[config.mk]
export PLATFORM = sky130hd
export DESIGN_NAME = epp_cycle_ctrl
export DESIGN_NICKNAME = d
export VERILOG_FILES = /design/src/rtl/epp_pkg.sv /design/src/rtl/epp_wait_sync.sv /design/src/rtl/epp_tmo_cnt.sv /design/src/rtl/epp_cycle_ctrl.sv
export SDC_FILE = /design/constraint.sdc
export NUM_CORES = 1
export LEC_CHECK = 0
export BUFFER_PORTS_ARGS = -buffer_cell sky130_fd_sc_hd__buf_2
export CAP_MARGIN = 20
export CORE_AREA = 2 2 57 86
export CTS_BUF_LIST = sky130_fd_sc_hd__clkbuf_8
export CTS_CLUSTER_DIAMETER = 40
export CTS_CLUSTER_SIZE = 24
export DETAILED_ROUTE_END_ITERATION = 10
export DIE_AREA = 0 0 59 88
export GPL_TIMING_DRIVEN = 0
export MAX_ROUTING_LAYER = met4
export REMOVE_ABC_BUFFERS = 1
export SYNTH_ARGS = -nofsm -noshare
export SYNTH_HDL_FRONTEND = slang
export SYNTH_SLANG_ARGS = --single-unit
[constraint.sdc]
create_clock -name clk -period 3.9 [get_ports clk]
set_input_delay 0 -clock clk [delete_from_list [all_inputs] [get_ports clk]]
set_output_delay 0 -clock clk [all_outputs]
set_load 0.01 [all_outputs]
[src/rtl/epp_pkg.sv]
package epp_pkg;

    typedef enum logic [1:0] {
        ST_IDLE  = 2'd0,
        ST_SETUP = 2'd1,
        ST_STRB  = 2'd2,
        ST_HOLD  = 2'd3
    } epp_state_e;

    typedef struct packed {
        epp_state_e st;
        logic       rdy;
        logic       write_n;
        logic       oe;
        logic       astb_n;
        logic       dstb_n;
        logic       use_addr;
        logic       is_rd;
        logic       tmo;
    } epp_ctl_s;

endpackage

[src/rtl/epp_wait_sync.sv]
module epp_wait_sync (
    input  logic clk,
    input  logic rst_n,
    input  logic async_in,
    output logic sync_out
);
    logic s1_d, s1_q, s2_d, s2_q;

    always_comb begin
        s1_d = async_in;
        s2_d = s1_q;
    end

    always_ff @(posedge clk or negedge rst_n) begin
        if (!rst_n) begin
            s1_q <= 1'b1;
            s2_q <= 1'b1;
        end else begin
            s1_q <= s1_d;
            s2_q <= s2_d;
        end
    end

    assign sync_out = s2_q;
endmodule

[src/rtl/epp_tmo_cnt.sv]
module epp_tmo_cnt #(
    parameter int LIMIT = 500,
    parameter int CW    = $clog2(LIMIT + 1)
) (
    input  logic clk,
    input  logic rst_n,
    input  logic run,
    output logic expired
);
    logic [CW-1:0] cnt_d, cnt_q;

    always_comb begin
        cnt_d   = run ? cnt_q + 1'b1 : '0;
        expired = run && (cnt_q == CW'(LIMIT - 1));
    end

    always_ff @(posedge clk or negedge rst_n) begin
        if (!rst_n) cnt_q <= '0;
        else        cnt_q <= cnt_d;
    end
endmodule

[src/rtl/epp_cycle_ctrl.sv]
module epp_cycle_ctrl
    import epp_pkg::*;
#(
    parameter int DW         = 8,
    parameter int TMO_CYCLES = 500
) (
    input  logic          clk,
    input  logic          rst_n,
    input  logic          host_sel_addr,
    input  logic          host_sel_data,
    input  logic          host_dir,
    input  logic          host_rd_n,
    input  logic          host_wr_n,
    input  logic [DW-1:0] host_wdata,
    output logic [DW-1:0] host_rdata,
    output logic          host_rdy,
    input  logic          stat_clr,
    output logic          tmo_flag,
    input  logic [DW-1:0] per_d_i,
    output logic [DW-1:0] per_d_o,
    output logic          per_d_oe,
    output logic          per_write_n,
    output logic          per_astb_n,
    output logic          per_dstb_n,
    input  logic          per_wait_n
);
    localparam int CW = $clog2(TMO_CYCLES + 1);

    epp_ctl_s      c_d, c_q;
    logic [DW-1:0] rdata_d, rdata_q;
    logic [DW-1:0] pdo_d, pdo_q;
    logic          wait_ok;
    logic          expired;
    logic          wr_req, rd_req, sel_ok, hs_end;

    epp_wait_sync u_sync (
        .clk      (clk),
        .rst_n    (rst_n),
        .async_in (per_wait_n),
        .sync_out (wait_ok)
    );

    epp_tmo_cnt #(.LIMIT(TMO_CYCLES), .CW(CW)) u_tmo (
        .clk     (clk),
        .rst_n   (rst_n),
        .run     (c_q.st == ST_STRB),
        .expired (expired)
    );

    always_comb begin
        sel_ok  = host_sel_addr ^ host_sel_data;
        wr_req  = !host_wr_n && !host_dir;
        rd_req  = !host_rd_n && host_dir;
        hs_end  = c_q.is_rd ? host_rd_n : host_wr_n;

        c_d     = c_q;
        rdata_d = rdata_q;
        pdo_d   = pdo_q;

        if (stat_clr) c_d.tmo = 1'b0;

        unique case (c_q.st)
            ST_IDLE: begin
                if (sel_ok && (wr_req || rd_req)) begin
                    c_d.st       = ST_SETUP;
                    c_d.rdy      = 1'b0;
                    c_d.is_rd    = rd_req;
                    c_d.use_addr = host_sel_addr;
                    c_d.write_n  = rd_req;
                    c_d.oe       = !rd_req;
                    if (!rd_req) pdo_d = host_wdata;
                end
            end
            ST_SETUP: begin
                if (hs_end) begin
                    c_d.st  = ST_IDLE;
                    c_d.rdy = 1'b1;
                end else begin
                    c_d.st     = ST_STRB;
                    c_d.astb_n = !c_q.use_addr;
                    c_d.dstb_n = c_q.use_addr;
                end
            end
            ST_STRB: begin
                if (hs_end) begin
                    c_d.st     = ST_IDLE;
                    c_d.rdy    = 1'b1;
                    c_d.astb_n = 1'b1;
                    c_d.dstb_n = 1'b1;
                end else if (wait_ok || expired) begin
                    c_d.st  = ST_HOLD;
                    c_d.rdy = 1'b1;
                    if (!wait_ok) c_d.tmo = 1'b1;
                    if (c_q.is_rd) rdata_d = per_d_i;
                end
            end
            ST_HOLD: begin
                if (hs_end) begin
                    c_d.st     = ST_IDLE;
                    c_d.astb_n = 1'b1;
                    c_d.dstb_n = 1'b1;
                end
            end
            default: c_d.st = ST_IDLE;
        endcase
    end

    always_ff @(posedge clk or negedge rst_n) begin
        if (!rst_n) begin
            c_q.st       <= ST_IDLE;
            c_q.rdy      <= 1'b1;
            c_q.write_n  <= 1'b1;
            c_q.oe       <= 1'b0;
            c_q.astb_n   <= 1'b1;
            c_q.dstb_n   <= 1'b1;
            c_q.use_addr <= 1'b0;
            c_q.is_rd    <= 1'b0;
            c_q.tmo      <= 1'b0;
            rdata_q      <= '0;
            pdo_q        <= '0;
        end else begin
            c_q     <= c_d;
            rdata_q <= rdata_d;
            pdo_q   <= pdo_d;
        end
    end

    assign host_rdata  = rdata_q;
    assign host_rdy    = c_q.rdy;
    assign tmo_flag    = c_q.tmo;
    assign per_d_o     = pdo_q;
    assign per_d_oe    = c_q.oe;
    assign per_write_n = c_q.write_n;
    assign per_astb_n  = c_q.astb_n;
    assign per_dstb_n  = c_q.dstb_n;
endmodule

# ---- Word-level counts from Yosys, hierarchy flattened
# Index checks and enable logic that the tools add are counted.
dict set report word_totals {
  reg_bits 37
  wordCells 67
}
dict set report classes {
  addsub 1
  n_eq_ne 10
  mux 18
  n_bitwise 3
  reduce_logical 21
}
# cell n
set ops {}
lappend ops {{9-bit by 1-bit adder with 9-bit output (second input constant)} 1}
lappend ops {{9-bit == test (second input constant)} 1}
lappend ops {{9-bit 2-to-1 mux} 1}
lappend ops {{3-bit AND reduction} 3}
lappend ops {{2-bit 2-to-1 mux} 4}
lappend ops {{2-bit inequality test (second input constant)} 4}
lappend ops {{2-bit case mux with 4 select lines} 1}
lappend ops {{4-bit AND reduction} 2}
lappend ops {{1-bit 2-to-1 mux} 7}
lappend ops {{3-bit 2-to-1 mux} 2}
lappend ops {{1-bit logical NOT} 5}
lappend ops {{5-bit 2-to-1 mux} 1}
lappend ops {{2-bit == test (second input constant)} 2}
lappend ops {{1-bit logical AND} 4}
lappend ops {{2-bit case mux with 2 select lines} 1}
lappend ops {{3-bit inequality test (second input constant)} 1}
lappend ops {{1-bit case mux with 3 select lines} 1}
lappend ops {{3-bit nonzero test} 1}
lappend ops {{2-bit by 1-bit == test with 1-bit output (second input constant)} 1}
lappend ops {{2-bit logical NOT} 1}
lappend ops {{1-bit logical OR} 2}
lappend ops {{2-bit by 1-bit inequality test with 1-bit output (second input constant)} 1}
lappend ops {{1-bit inverter} 2}
lappend ops {{2-bit AND reduction} 1}
lappend ops {{3 further kinds} 3}

# ---- Logic depth before layout (Yosys ltp)
dict set report depth {
  depth_word 6
  ltp_mapped 7
  ltp_nobuf 6
}

# ---- Cells and area by module
# From an unflattened synthesis, not the netlist that was laid out.
dict set report hier_totals {
  cells_unflattened 127
  hier_area_um2 1654.1
}
# mod n_inst cells_per_inst area_per_inst_um2
set modules_own_cells {}
lappend modules_own_cells {epp_cycle_ctrl 1 85 1169.9}
lappend modules_own_cells {epp_tmo_cnt 1 40 431.7}
lappend modules_own_cells {epp_wait_sync 1 2 52.6}

# ---- Worst setup path before layout
# No wires, ideal clock.
dict set report synth_path {
  path_type {register to register}
  from {register c_q[8] in the netlist's numbering}
  to {register rdata_q[0], in the netlist host_rdata[0]}
  setup_ns 0.125
  arrival_ns 1.715
  required_ns 3.775
  setup_slack_ns 2.060
  stages_incl_launch_ff 8
  n_path_buf 1
  path_cell_list {dfrtp_1 inv_1 ha_1 nand4bb_4 nor3_4 o2111a_1 buf_6 mux2_4}
}
dict set report synth_via {
  elab_chain_cells 4
}
# element line_no
set synth_rtl {}
lappend synth_rtl {{from (decl)} epp_cycle_ctrl.sv:29} ;# epp_ctl_s c_d, c_q;
lappend synth_rtl {{2-bit == test (*)} {epp_cycle_ctrl.sv:46, epp_cycle_ctrl.sv:62}}
lappend synth_rtl {{1-bit logical AND} epp_tmo_cnt.sv:14} ;# expired = run && (cnt_q == CW'(LIMIT - 1));
lappend synth_rtl {{1-bit logical OR} epp_cycle_ctrl.sv:90} ;# end else if (wait_ok || expired) begin
lappend synth_rtl {{4-bit AND reduction (no line) (*)} --}
lappend synth_rtl {{to (signal assigned)} epp_cycle_ctrl.sv:123} ;# rdata_q <= rdata_d;
lappend synth_rtl {{to (decl)} epp_cycle_ctrl.sv:30} ;# logic [DW-1:0] rdata_d, rdata_q;
# Every way passes the cells marked *; elsewhere a longest branch is shown, timed or not.
# A chain may end at the register's enable or synchronous reset.

# ---- Worst setup path in the final report
dict set report layout_path {
  from {register c_q[8] in the netlist's numbering}
  to {register rdata_q[2], in the netlist host_rdata[2]}
}
# The elaborated chain is that of the path after synthesis.

==> report_table.html <==
<table>
<tr><th>Metric</th><th>Value</th></tr>
<tr><th colspan="2">Critical path</th></tr>
<tr><td>Critical path's top delay family</td><td>compound AO/OA/AOI/OAI gates</td></tr>
<tr><td>CP max FO</td><td>15</td></tr>
<tr><td>Data required time at the worst endpoint</td><td>4.07 ns</td></tr>
<tr><td>Critical path buffers and inverters</td><td>1</td></tr>
<tr><td>Worst Setup End Kind</td><td>flop</td></tr>
<tr><td>Arrival time of data at the critical path endpoint</td><td>2.61 ns</td></tr>
<tr><td>Startpoint Class</td><td>flop</td></tr>
<tr><td>Largest stage delay on the critical path</td><td>0.54 ns</td></tr>
<tr><td>Cells along the critical path</td><td>inv_1 -&gt; ha_1 -&gt; nand4bb_4 -&gt; nor3_4 -&gt; o2111a_1 -&gt; mux2_4</td></tr>
<tr><td>Type of the worst setup path</td><td>flop to flop</td></tr>
<tr><td>Critical-path cell with the highest stage delay</td><td>o2111a_1</td></tr>
<tr><th colspan="2">Power and ir drop</th></tr>
<tr><td>Power Density</td><td>roughly 600 mW/mm^2</td></tr>
<tr><td>Clock network fraction of design power</td><td>21.0%</td></tr>
<tr><td>Cell-internal power</td><td>936.1 uW</td></tr>
<tr><td>Net Sw Power</td><td>432.8 uW</td></tr>
<tr><td>Power share of the combinational group</td><td>35.0%</td></tr>
<tr><td>Switching part of the total power</td><td>a little under a third</td></tr>
<tr><td>Max IR drop VDD</td><td>0.4411 mV</td></tr>
<tr><td>Standby leakage power</td><td>~0.0011 uW</td></tr>
<tr><td>Relative contribution of sequential cells to total power</td><td>44.0%</td></tr>
<tr><th colspan="2">Synth</th></tr>
<tr><td>Portion of the post-synthesis area used by sequential elements</td><td>53.90%</td></tr>
<tr><td>Yosys reg bits</td><td>37</td></tr>
<tr><td>Ys async rst share</td><td>100.0%</td></tr>
<tr><td>Dominant synthesized flop cell</td><td>dfrtp_1</td></tr>
<tr><td>Syn avg cell area</td><td>between 10 and 15 um^2</td></tr>
<tr><td>Gate count of the mapped netlist</td><td>132</td></tr>
<tr><td>EDFF count, synth</td><td>0</td></tr>
<tr><td>Warnings from Yosys</td><td>0</td></tr>
<tr><td>Count of different cell masters after synthesis</td><td>38</td></tr>
<tr><td>Syn Std Cell Area</td><td>~0.0017 mm^2</td></tr>
<tr><th colspan="2">Die</th></tr>
<tr><td>Io pins</td><td>47</td></tr>
<tr><td>Total number of placement rows</td><td>30</td></tr>
<tr><td>Initial standard-cell utilization of the core</td><td>39.10%</td></tr>
<tr><td>Die ar.</td><td>0.005192 mm^2</td></tr>
<tr><td>Core box area</td><td>around 0.0044 mm^2</td></tr>
<tr><td>Overall die height</td><td>88 um</td></tr>
<tr><td>Die outline width</td><td>59 um</td></tr>
<tr><th colspan="2">Drt</th></tr>
<tr><td>DRT iter0 DRCs</td><td>14</td></tr>
<tr><td>DRC violation count after routing</td><td>0</td></tr>
<tr><td>Vias post-DR</td><td>1290</td></tr>
<tr><td>Average via count per standard cell</td><td>5.139</td></tr>
<tr><td>Average wire length per cell after detail routing</td><td>13.86 um</td></tr>
<tr><td>Number of search-and-repair iterations in the first detailed-routing pass</td><td>4</td></tr>
<tr><td>Final wirelength</td><td>3478 um</td></tr>
<tr><td>Antenna Violating Nets Remaining</td><td>0</td></tr>
<tr><th colspan="2">Placement</th></tr>
<tr><td>Weighted congestion at the end of routability-driven global placement</td><td>approximately 0.87</td></tr>
<tr><td>Number of buffers added on ports</td><td>46</td></tr>
<tr><td>DP HPWL</td><td>~2500 um</td></tr>
<tr><th colspan="2">Layout</th></tr>
<tr><td>Number of diodes added for antenna fixing</td><td>0</td></tr>
<tr><td>Area growth from synthesis to final layout</td><td>32.88%</td></tr>
<tr><td>Filler instances</td><td>385</td></tr>
<tr><td>Fin nets</td><td>roughly 230</td></tr>
<tr><td>Share of final-layout standard cells stronger than drive strength 1</td><td>37.93%</td></tr>
<tr><th colspan="2">STA</th></tr>
<tr><td>Count of final hold-check violations</td><td>0</td></tr>
<tr><td>Setup TNS</td><td>0 ns</td></tr>
<tr><td>Maximum clock frequency</td><td>410.1 MHz</td></tr>
<tr><td>Unrepaired setup endpoints after global routing</td><td>false</td></tr>
<tr><td>Skew final</td><td>0.004594 ns</td></tr>
<tr><td>Slew Viols, Final</td><td>0</td></tr>
<tr><td>Hold_ws</td><td>about 0.17 ns</td></tr>
<tr><td>Max-slew headroom at the worst pin</td><td>46.17%</td></tr>
<tr><td>Final critical-path required period</td><td>roughly 2.4 ns</td></tr>
<tr><td>Total setup violations reported at the end of the flow</td><td>0</td></tr>
<tr><td>Portion of the clock cycle consumed by the worst path in the final layout</td><td>between 60% and 70%</td></tr>
<tr><td>Worst-Margin Slew</td><td>0.8074 ns</td></tr>
<tr><th colspan="2">Clocking</th></tr>
<tr><td>Clock-pin slew reported for the worst setup and hold paths after clock tree synthesis</td><td>0.07 ns</td></tr>
<tr><td>H-Tree Level Count</td><td>2</td></tr>
<tr><td>TritonCTS Buffers</td><td>5</td></tr>
<tr><td># clock sinks</td><td>37</td></tr>
<tr><td>Clock tree from TritonCTS</td><td>done</td></tr>
<tr><td>Cell at the root of the clock tree</td><td>clkbuf_8</td></tr>
<tr><td>Maximum count of clock buffers along a single path</td><td>2</td></tr>
<tr><td>Clock insertion delay at the later pin of the skew report</td><td>~0.28 ns</td></tr>
<tr><th colspan="2">Global route</th></tr>
<tr><td>Wire length of the first global-routing pass</td><td>about 6200 um</td></tr>
<tr><td>Number of antenna violations at the first check in global routing</td><td>0</td></tr>
<tr><td>Pin count of the biggest net entering global routing</td><td>38</td></tr>
<tr><td>Number of global-route vias before repair</td><td>1463</td></tr>
<tr><td>Leftover overflow at the end of global routing</td><td>0</td></tr>
<tr><td>Total routing resource utilization after global routing</td><td>15.91%</td></tr>
<tr><th colspan="2">Hold path</th></tr>
<tr><td>Class of the most critical hold timing path</td><td>primary input to flop</td></tr>
<tr><th colspan="2">Run</th></tr>
<tr><td>Number of max-cap violations</td><td>0</td></tr>
<tr><th colspan="2">Status</th></tr>
<tr><td>Status</td><td>finished clean</td></tr>
</table>
-- flip-flops by register name (all words and copies together) (netlist names) --
signal / flops
per_d_o: 8
per_astb_n: 1
u_tmo.cnt_q: 9
u_sync.s1_q: 1
per_dstb_n: 1
per_d_oe: 1
u_sync.sync_out: 1
tmo_flag: 1
host_rdata: 8
per_write_n: 1
c_q: 4
host_rdy: 1
-- worst register-to-register path, stage by stage (launching register included) --
cell and delay (ns):
dfrtp_1 0.43, inv_1 0.13, ha_1 0.49, nand4bb_4 0.16, nor3_4 0.23, o2111a_1 0.54, mux2_4 0.34
-- placed cells by master, fill, tap and decap left out --
master,count
mux2i_1,2
dfstp_2,6
a21boi_0,1
dfrtp_1,31
nand2_1,3
nand4bb_4,1
o221a_1,1
o211ai_1,2
a21oi_2,1
nor3_4,1
or3_1,2
a21oi_1,3
mux2_2,3
o2111a_1,1
mux2_4,8
mux2_1,8
buf_2,46
a2bb2oi_1,2
xnor2_1,2
nor2b_1,1
nor4_1,2
a21boi_1,1
nand3_1,6
xor2_1,4
inv_1,7
nor3_1,3
o21a_1,1
a21o_1,1
ha_1,6
nand3b_1,1
nand3_2,1
a21bo_2,1
clkinv_2,1
and2_1,7
nor2_1,4
dlygate4sd3_1,20
clkbuf_8,7
o21ai_0,4
nand2_4,1
-- power groups by stage --
stage / clock (uW) / sequential [uW] / combinational, uW
2_1_floorplan: 0 / 648 / 246
3_3_place_gp: 0 / 597 / 457
3_5_place_dp: 0 / 608 / 467
4_1_cts: 298 / 603 / 483
5_1_grt: 314 / 620 / 527
6_report: 288 / 603 / 479
-- cells by family (layout without fill, tap and decap cells) --
logic type / after synthesis / in the layout / share of synthesized area (%)
xor+xnor: 6 / 6 / 3.035
buf+inv: 10 / 81 / 2.818
mux: 21 / 21 / 15.25
simple gates: 33 / 33 / 12.64
flops: 37 / 37 / 53.90
fa+ha+maj: 6 / 6 / 4.335
compound gates: 19 / 19 / 8.021
-- through the flow --
| stage | power [uW] | utilization, % | instance area, um^2 | std cells | setup WS, ns |
|---|---|---|---|---|---|
| detailed placement | 1075 | 45.14 | 1999 | 223 | 1.414 |
| finish | 1369 | 51.95 | 2301 | 251 | 1.462 |
| CTS | 1385 | 51.95 | 2301 | 251 | 1.421 |
| floorplan | 894.2 | - | 1709 | 129 | 1.811 |
| global placement | 1054 | 45.14 | 1999 | 223 | 1.491 |
| global route | 1461 | 51.95 | 2301 | 251 | 1.274 |
-- synth_stat cells (2+ instances only) --
master,n,share of area (%)
a21oi_1,3,0.87
a2bb2oi_1,2,1.0
and2_1,7,2.5
dfrtp_1,31,45
dfstp_2,6,9.1
ha_1,6,4.3
inv_1,7,1.5
mux2_1,8,5.2
mux2_2,3,2.0
mux2_4,8,6.9
mux2i_1,2,1.2
nand2_1,3,0.65
nand3_1,6,1.7
nor2_1,4,0.87
nor3_1,3,0.87
nor4_1,2,0.72
o211ai_1,2,0.87
o21ai_0,4,1.2
or3_1,2,0.72
xnor2_1,2,1.0
xor2_1,4,2.0
-- per-layer routing --
metal / global-route usage (%) / share of wire [%] / up-vias
met5: - / 0 / -
met4: 8.058 / 2.3 / 0
met3: 2.659 / 3.3 / 8
met2: 27.58 / 55 / 37
met1: 17.08 / 40 / 648
li1: - / - / 597
-- path summary, 6_finish.rpt --
| path | from | end | slack [ns] | depth (start not counted) |
|---|---|---|---|---|
| hold reg to reg | u_sync.s1_q$_DFF_PN1_ | u_sync.sync_out$_DFF_PN1_ | 0.36 | 0 |
| max in group asynchronous | rst_n | c_q[1]$_DFFE_PN0P_ | 3.04 | 2 |
| hold / removal | host_dir | c_q[1]$_DFFE_PN0P_ | 0.17 | 3 |
| setup reg to reg | c_q[8]$_DFFE_PN0P_ | host_rdata[2]$_DFFE_PN0P_ | 1.46 | 6 |
| setup / recovery | c_q[8]$_DFFE_PN0P_ | host_rdata[2]$_DFFE_PN0P_ | 1.46 | 6 |
| min in group asynchronous | rst_n | per_d_o[5]$_DFFE_PN0P_ | 0.35 | 2 |
-- cell type report --
| cell class | count | area, um^2 | area share, % |
|---|---|---|---|
| clock inverters | 1 | 5.005 | 0.2175 |
| multi-input cells | 85 | 749.5 | 32.57 |
| inverters | 7 | 26.28 | 1.142 |
| repair buffers | 66 | 430.4 | 18.71 |
| flip-flops and latches | 37 | 933.4 | 40.57 |
| clock buffers | 7 | 96.34 | 4.187 |
| well taps | 48 | 60.06 | 2.610 |
-- timing repair --
item | CTS | global route
buffers inserted | 0 | 0
resized for setup | 0 | 0
hold buffers | 20 | 0
hold endpoints to repair | 50 | 0
No activity file was read; power rests on OpenSTA's default activity.
